[config.mk]
export PLATFORM = sky130hd
export DESIGN_NAME = eb_rr_selector
export DESIGN_NICKNAME = d
export VERILOG_FILES = /design/src/rtl/eb_sel_pkg.sv /design/src/rtl/eb_pick.sv /design/src/rtl/eb_burst_cnt.sv /design/src/rtl/eb_rr_selector.sv
export SDC_FILE = /design/constraint.sdc
export NUM_CORES = 1
export LEC_CHECK = 0
export BUFFER_PORTS_ARGS = -buffer_cell sky130_fd_sc_hd__buf_2
export CORE_ASPECT_RATIO = 2
export CORE_MARGIN = 4
export CORE_UTILIZATION = 53
export DETAILED_ROUTE_END_ITERATION = 10
export GPL_TIMING_DRIVEN = 0
export PLACE_DENSITY_LB_ADDON = 0.12
export SYNTH_ARGS = -nofsm -noshare
export SYNTH_HDL_FRONTEND = slang
export SYNTH_SLANG_ARGS = --single-unit
[constraint.sdc]
create_clock -name clk -period 2.7 [get_ports clk]
set_input_delay 0.675 -clock clk [delete_from_list [all_inputs] [get_ports clk]]
set_output_delay 0.675 -clock clk [all_outputs]
set_load 0.005 [all_outputs]
[src/rtl/eb_sel_pkg.sv]
package eb_sel_pkg;
    localparam int NB_BUILDERS = 16;
    localparam int ID_W        = $clog2(NB_BUILDERS);
    localparam int BURST_W     = 8;

    typedef struct packed {
        logic [2:0]             spare;
        logic                   calib_bypass;
        logic [ID_W-1:0]        calib_id;
        logic [BURST_W-1:0]     burst;
        logic [NB_BUILDERS-1:0] mask;
    } eb_cfg_t;

    localparam eb_cfg_t CFG_RESET = '{spare: 3'd0, calib_bypass: 1'b0,
                                      calib_id: '0, burst: '0,
                                      mask: {{(NB_BUILDERS-1){1'b0}}, 1'b1}};

    function automatic logic [ID_W-1:0] lowest_set(input logic [NB_BUILDERS-1:0] v);
        logic [ID_W-1:0] r;
        r = '0;
        for (int i = NB_BUILDERS-1; i >= 0; i--) begin
            if (v[i]) r = ID_W'(i);
        end
        return r;
    endfunction

    function automatic logic [BURST_W:0] burst_limit(input logic [BURST_W-1:0] b);
        return (b == '0) ? (BURST_W+1)'(1) : {1'b0, b};
    endfunction
endpackage

[src/rtl/eb_pick.sv]
module eb_pick
    import eb_sel_pkg::*;
(
    input  logic [NB_BUILDERS-1:0] cand,
    input  logic [NB_BUILDERS-1:0] full_mask,
    output logic [ID_W-1:0]        sel,
    output logic [NB_BUILDERS-1:0] rest
);
    logic [NB_BUILDERS-1:0] above;

    always_comb begin
        sel   = lowest_set(cand);
        above = cand;
        for (int i = 0; i < NB_BUILDERS; i++) begin
            if (ID_W'(i) <= sel) above[i] = 1'b0;
        end
        rest = (above == '0) ? full_mask : above;
    end
endmodule

[src/rtl/eb_burst_cnt.sv]
module eb_burst_cnt
    import eb_sel_pkg::*;
(
    input  logic               clk,
    input  logic               rst,
    input  logic               clr,
    input  logic               inc,
    input  logic [BURST_W-1:0] burst,
    output logic               wrap,
    output logic [BURST_W-1:0] cnt
);
    logic [BURST_W:0] next_cnt;

    always_comb begin
        next_cnt = {1'b0, cnt} + 1'b1;
        wrap     = inc && (next_cnt >= burst_limit(burst));
    end

    always_ff @(posedge clk) begin
        if (rst || clr) begin
            cnt <= '0;
        end else if (inc) begin
            cnt <= wrap ? '0 : next_cnt[BURST_W-1:0];
        end
    end
endmodule

[src/rtl/eb_rr_selector.sv]
module eb_rr_selector
    import eb_sel_pkg::*;
(
    input  logic            clk,
    input  logic            rst,
    input  logic            evt_valid,
    input  logic            evt_calib,
    input  logic            cfg_wr,
    input  logic [31:0]     cfg_in,
    output logic            out_valid,
    output logic [ID_W-1:0] out_id
);
    eb_cfg_t                cfg_q;
    eb_cfg_t                cfg_new;
    logic [ID_W-1:0]        cur_sel;
    logic [NB_BUILDERS-1:0] work_mask;
    logic [ID_W-1:0]        init_sel, adv_sel;
    logic [NB_BUILDERS-1:0] init_rest, adv_rest;
    logic                   bypass, count_evt, wrap;
    logic [BURST_W-1:0]     burst_cnt;

    assign cfg_new   = eb_cfg_t'(cfg_in);
    assign bypass    = evt_calib && cfg_q.calib_bypass;
    assign count_evt = evt_valid && !bypass;

    eb_pick u_pick_init (
        .cand      (cfg_new.mask),
        .full_mask (cfg_new.mask),
        .sel       (init_sel),
        .rest      (init_rest)
    );

    eb_pick u_pick_adv (
        .cand      (work_mask),
        .full_mask (cfg_q.mask),
        .sel       (adv_sel),
        .rest      (adv_rest)
    );

    eb_burst_cnt u_cnt (
        .clk   (clk),
        .rst   (rst),
        .clr   (cfg_wr),
        .inc   (count_evt),
        .burst (cfg_q.burst),
        .wrap  (wrap),
        .cnt   (burst_cnt)
    );

    always_ff @(posedge clk) begin
        if (rst) begin
            cfg_q     <= CFG_RESET;
            cur_sel   <= '0;
            work_mask <= CFG_RESET.mask;
        end else if (cfg_wr) begin
            cfg_q     <= cfg_new;
            cur_sel   <= init_sel;
            work_mask <= init_rest;
        end else if (wrap) begin
            cur_sel   <= adv_sel;
            work_mask <= adv_rest;
        end
    end

    always_ff @(posedge clk) begin
        if (rst) begin
            out_valid <= 1'b0;
            out_id    <= '0;
        end else begin
            out_valid <= evt_valid;
            if (evt_valid) out_id <= bypass ? cfg_q.calib_id : cur_sel;
        end
    end
endmodule

==> results.cfg <==
[power_and_ir_drop]
power_density_nw_per_um2 = 563
internal_power_uw = 1970
switching_power_uw = 856
leakage_uw = 0.00195
ir_worst_vdd_uv = 430
totalPowerFinal_uw = 2820
sw_frac_of_total_pct = 30.3
power_frac_clock_pct = 41.9
p_seq_share_pct = 36.8
p_comb_share_pct = 21.3

[setup_path]
r2r_setup_slack_ns = -0.03
regToRegEndpoint = work_mask[14]$_SDFFE_PP0P_
cpPeakStageDelay_ns = 0.57
arrival_ns = 2.98
r2r-start = work_mask[0]$_SDFFE_PP1P_
required_ns = 2.95
crit_path_end_kind = register
path_class = reg2reg
crit_chain = buf_6 > or4_4 > or3_1 > a31oi_1 > o211ai_1 > a2111oi_4 > and3_1 > buf_6 > nand3_4 > o211ai_1
crit_slowest_cell = or4_4
cp_max_fo = 8
cp-start-kind = register
reg2reg_depth = 10
cp_num_buf_inv = 2
critPathTopFamily = simple AND/OR/NAND/NOR gates

[synthesis]
synth_top_area_share_pct = 32.2
ys_seq_area_share_pct = 32.2
synth_commonest_cells = nor2_1 (72), dfxtp_1 (62), nand2_1 (39), mux2i_1 (29), inv_1 (24)
synth_edf_count = 0
synth_cell_type_count = 63
syn_avg_cell_area_um2 = 7.95
synthArstFlopShare_pct = 0
synth_cells = 485
yosys_most_used_dff = dfxtp_1
syn_area_um2 = 3850
ys_warn_count = 0
synthTopCellsByArea = dfxtp_1 (32%), mux2i_1 (7.5%), nor2_1 (7.0%)
yosys.area.top_type = dfxtp_1
ys_ff_latch = 62
syn_nets = 531
synth_most_common_cell = nor2_1

[status]
violations = negative setup slack
outcome = finished with violations

[die]
die_y_um = 129
core-area_um2 = 6990
ios = 42
die-area_um2 = 8780
die-width_um = 68.3
rows = 43
initial_core_util_pct = 55.1

[global_route]
grtUsageMet3_pct = 4.72
grt_usage_pct = 29.5
grt_max_degree = 13
gr-max-usage-layer = met2
overflow = 0
grt_util_met2_pct = 52.7
grt_pass1_vias = 3984
antenna_found_initial = 0
grt_pass1_wl_um = 19300
grtUsageMet1_pct = 28.2

[finish]
layout.cells.non_filler = 642
nets = 593
fill_cells = 556
fin_util_pct = 71.7
area_growth_pct = 30.1
antennaDiodeCount = 0
drive_above_1_share_pct = 28.6

[clock_tree]
cts_buffers = 9
root_buffer = clkbuf_16
cts_buffer_depth = 2
cts_sinks = 62
clkTransAtPathRegs_ns = 0.06
ctsHoldBuffers = 0
h-tree-depth = 3
clk_latency_ns = 0.33
cts_tree = built

[placed_design]
dp.cells = 609
portBuffers = 34
gp_congestion = 1.01
post-place-ws_ns = -0.612
dp_hpwl_um = 9200

[timing]
clock_skew_ns = 0.00635
maxSlewViolCount = 0
tightestPinTransition_ns = 0.817
clock.fmax_mhz = 366
rsz0062_at_grt = true
fin_ws_ns = -0.0318
max_slew_margin_pct = 45.5
finalHoldViolCount = 0
period_minus_slack_ns = 2.73
min_period_over_period_pct = 101
finalSetupViolations = 8

[drt]
drtIter0Drc = 286
wl_per_cell_um = 20.0
vias = 4048
wl_um = 12900
ant_nets = 0
routed_via_density = 6.31
drcViolationCount = 0
drt-pass1-iter-count = 5

[run]
maxCapViolations = 0

[hold_path]
min_to = out_id[3]$_SDFFE_PP0P_
min-delay-start = cur_sel[3]$_SDFFE_PP0P_
whs_path_depth = 2
hp-class = reg2reg
## power by group through the flow
stage | combinational [uW] | clock (uW) | sequential [uW]
after global placement | 482 | 0 | 1020
after global routing | 646 | 1220 | 1040
after CTS | 526 | 1190 | 1030
final | 602 | 1180 | 1040
after detailed placement | 489 | 0 | 1020
after floorplan | 341 | 0 | 1010
## worst register-to-register path, stage by stage (launching register included)
cell and delay, ns:
dfxtp_1 0.30, buf_6 0.13, or4_4 0.57, or3_1 0.33
a31oi_1 0.19, o211ai_1 0.15, a2111oi_4 0.24, and3_1 0.22
buf_6 0.18, nand3_4 0.13, o211ai_1 0.22
## placed cells by master, fill, tap and decap left out, types with 5 or more instances in the layout
| cell type | n |
|---|---|
| a211oi_1 | 6 |
| a21o_1 | 5 |
| a21oi_1 | 13 |
| a31oi_1 | 6 |
| buf_1 | 5 |
| buf_2 | 36 |
| buf_4 | 25 |
| clkbuf_1 | 10 |
| clkbuf_16 | 9 |
| dfxtp_1 | 50 |
| dfxtp_2 | 8 |
| ha_1 | 8 |
| inv_1 | 24 |
| mux2i_1 | 29 |
| nand2_1 | 38 |
| nand2b_1 | 6 |
| nand3_1 | 15 |
| nor2_1 | 71 |
| nor2b_1 | 7 |
| nor3_2 | 5 |
| nor4_2 | 5 |
| nor4_4 | 5 |
| o211ai_1 | 18 |
| o21ai_0 | 12 |
| or2_2 | 5 |
| xnor2_1 | 8 |
| xor2_1 | 5 |
## how the worst max path moves through the flow
stage / cells past startpoint / to / start
after floorplan: 9 / work_mask[2]$_SDFFE_PP0P_ / cfg_in[5]
after global placement: 8 / work_mask[14]$_SDFFE_PP0P_ / cfg_in[5]
after detailed placement: 8 / work_mask[14]$_SDFFE_PP0P_ / cfg_in[5]
after CTS: 10 / work_mask[11]$_SDFFE_PP0P_ / work_mask[0]$_SDFFE_PP1P_
after global routing: 13 / work_mask[3]$_SDFFE_PP0P_ / u_cnt.cnt[0]$_SDFFE_PP0P_
final: 10 / work_mask[14]$_SDFFE_PP0P_ / work_mask[0]$_SDFFE_PP1P_
## cells by family after synthesis
logic type | share of synthesized area (%)
AND/OR/NAND/NOR | 24.2
XOR/XNOR | 2.95
buffers and inverters | 6.17
adder cells (fa/ha/maj) | 3.18
multiplexers | 7.53
flip-flops | 32.2
AO/OA/AOI/OAI | 23.8
## sequential cells by signal (all words and copies together), names as in the netlist
register   flops
out_id         4
cfg_q         29
out_valid      1
cur_sel        4
work_mask     16
u_cnt.cnt      8
## per-layer routing
metal	up-vias	share of wire, %
met5	-	0
met4	0	7.7
met3	74	5.0
met2	194	54
met1	1880	34
li1	1900	-
## final cells by class
type / instances / area (um2) / area share, %
timing repair buffer: 60 / 373 / 7.44
sequential: 62 / 1270 / 25.2
inverter: 24 / 90.1 / 1.80
tap: 90 / 113 / 2.25
buffer: 25 / 141 / 2.82
clock buffer: 10 / 239 / 4.77
clock inverter: 6 / 70.1 / 1.40
multi-input combinational: 365 / 2720 / 54.3
## per-stage QoR
step	setup TNS [ns]	hold WS [ns]	instance area, um2
final	-0.141	0.477	5010
after global routing	-2.08	0.497	5010
after CTS	-0.233	0.476	4740
after detailed placement	-11.36	0.470	4170
after global placement	-9.96	0.465	4170
after floorplan	-0.0135	0.442	3890
## timing repair
item,in CTS,in global routing
resized for setup,41,51
endpoints found under the setup margin,28,28
pin swaps,19,23
buffers inserted,15,11
(Power assumes the default switching activity.)
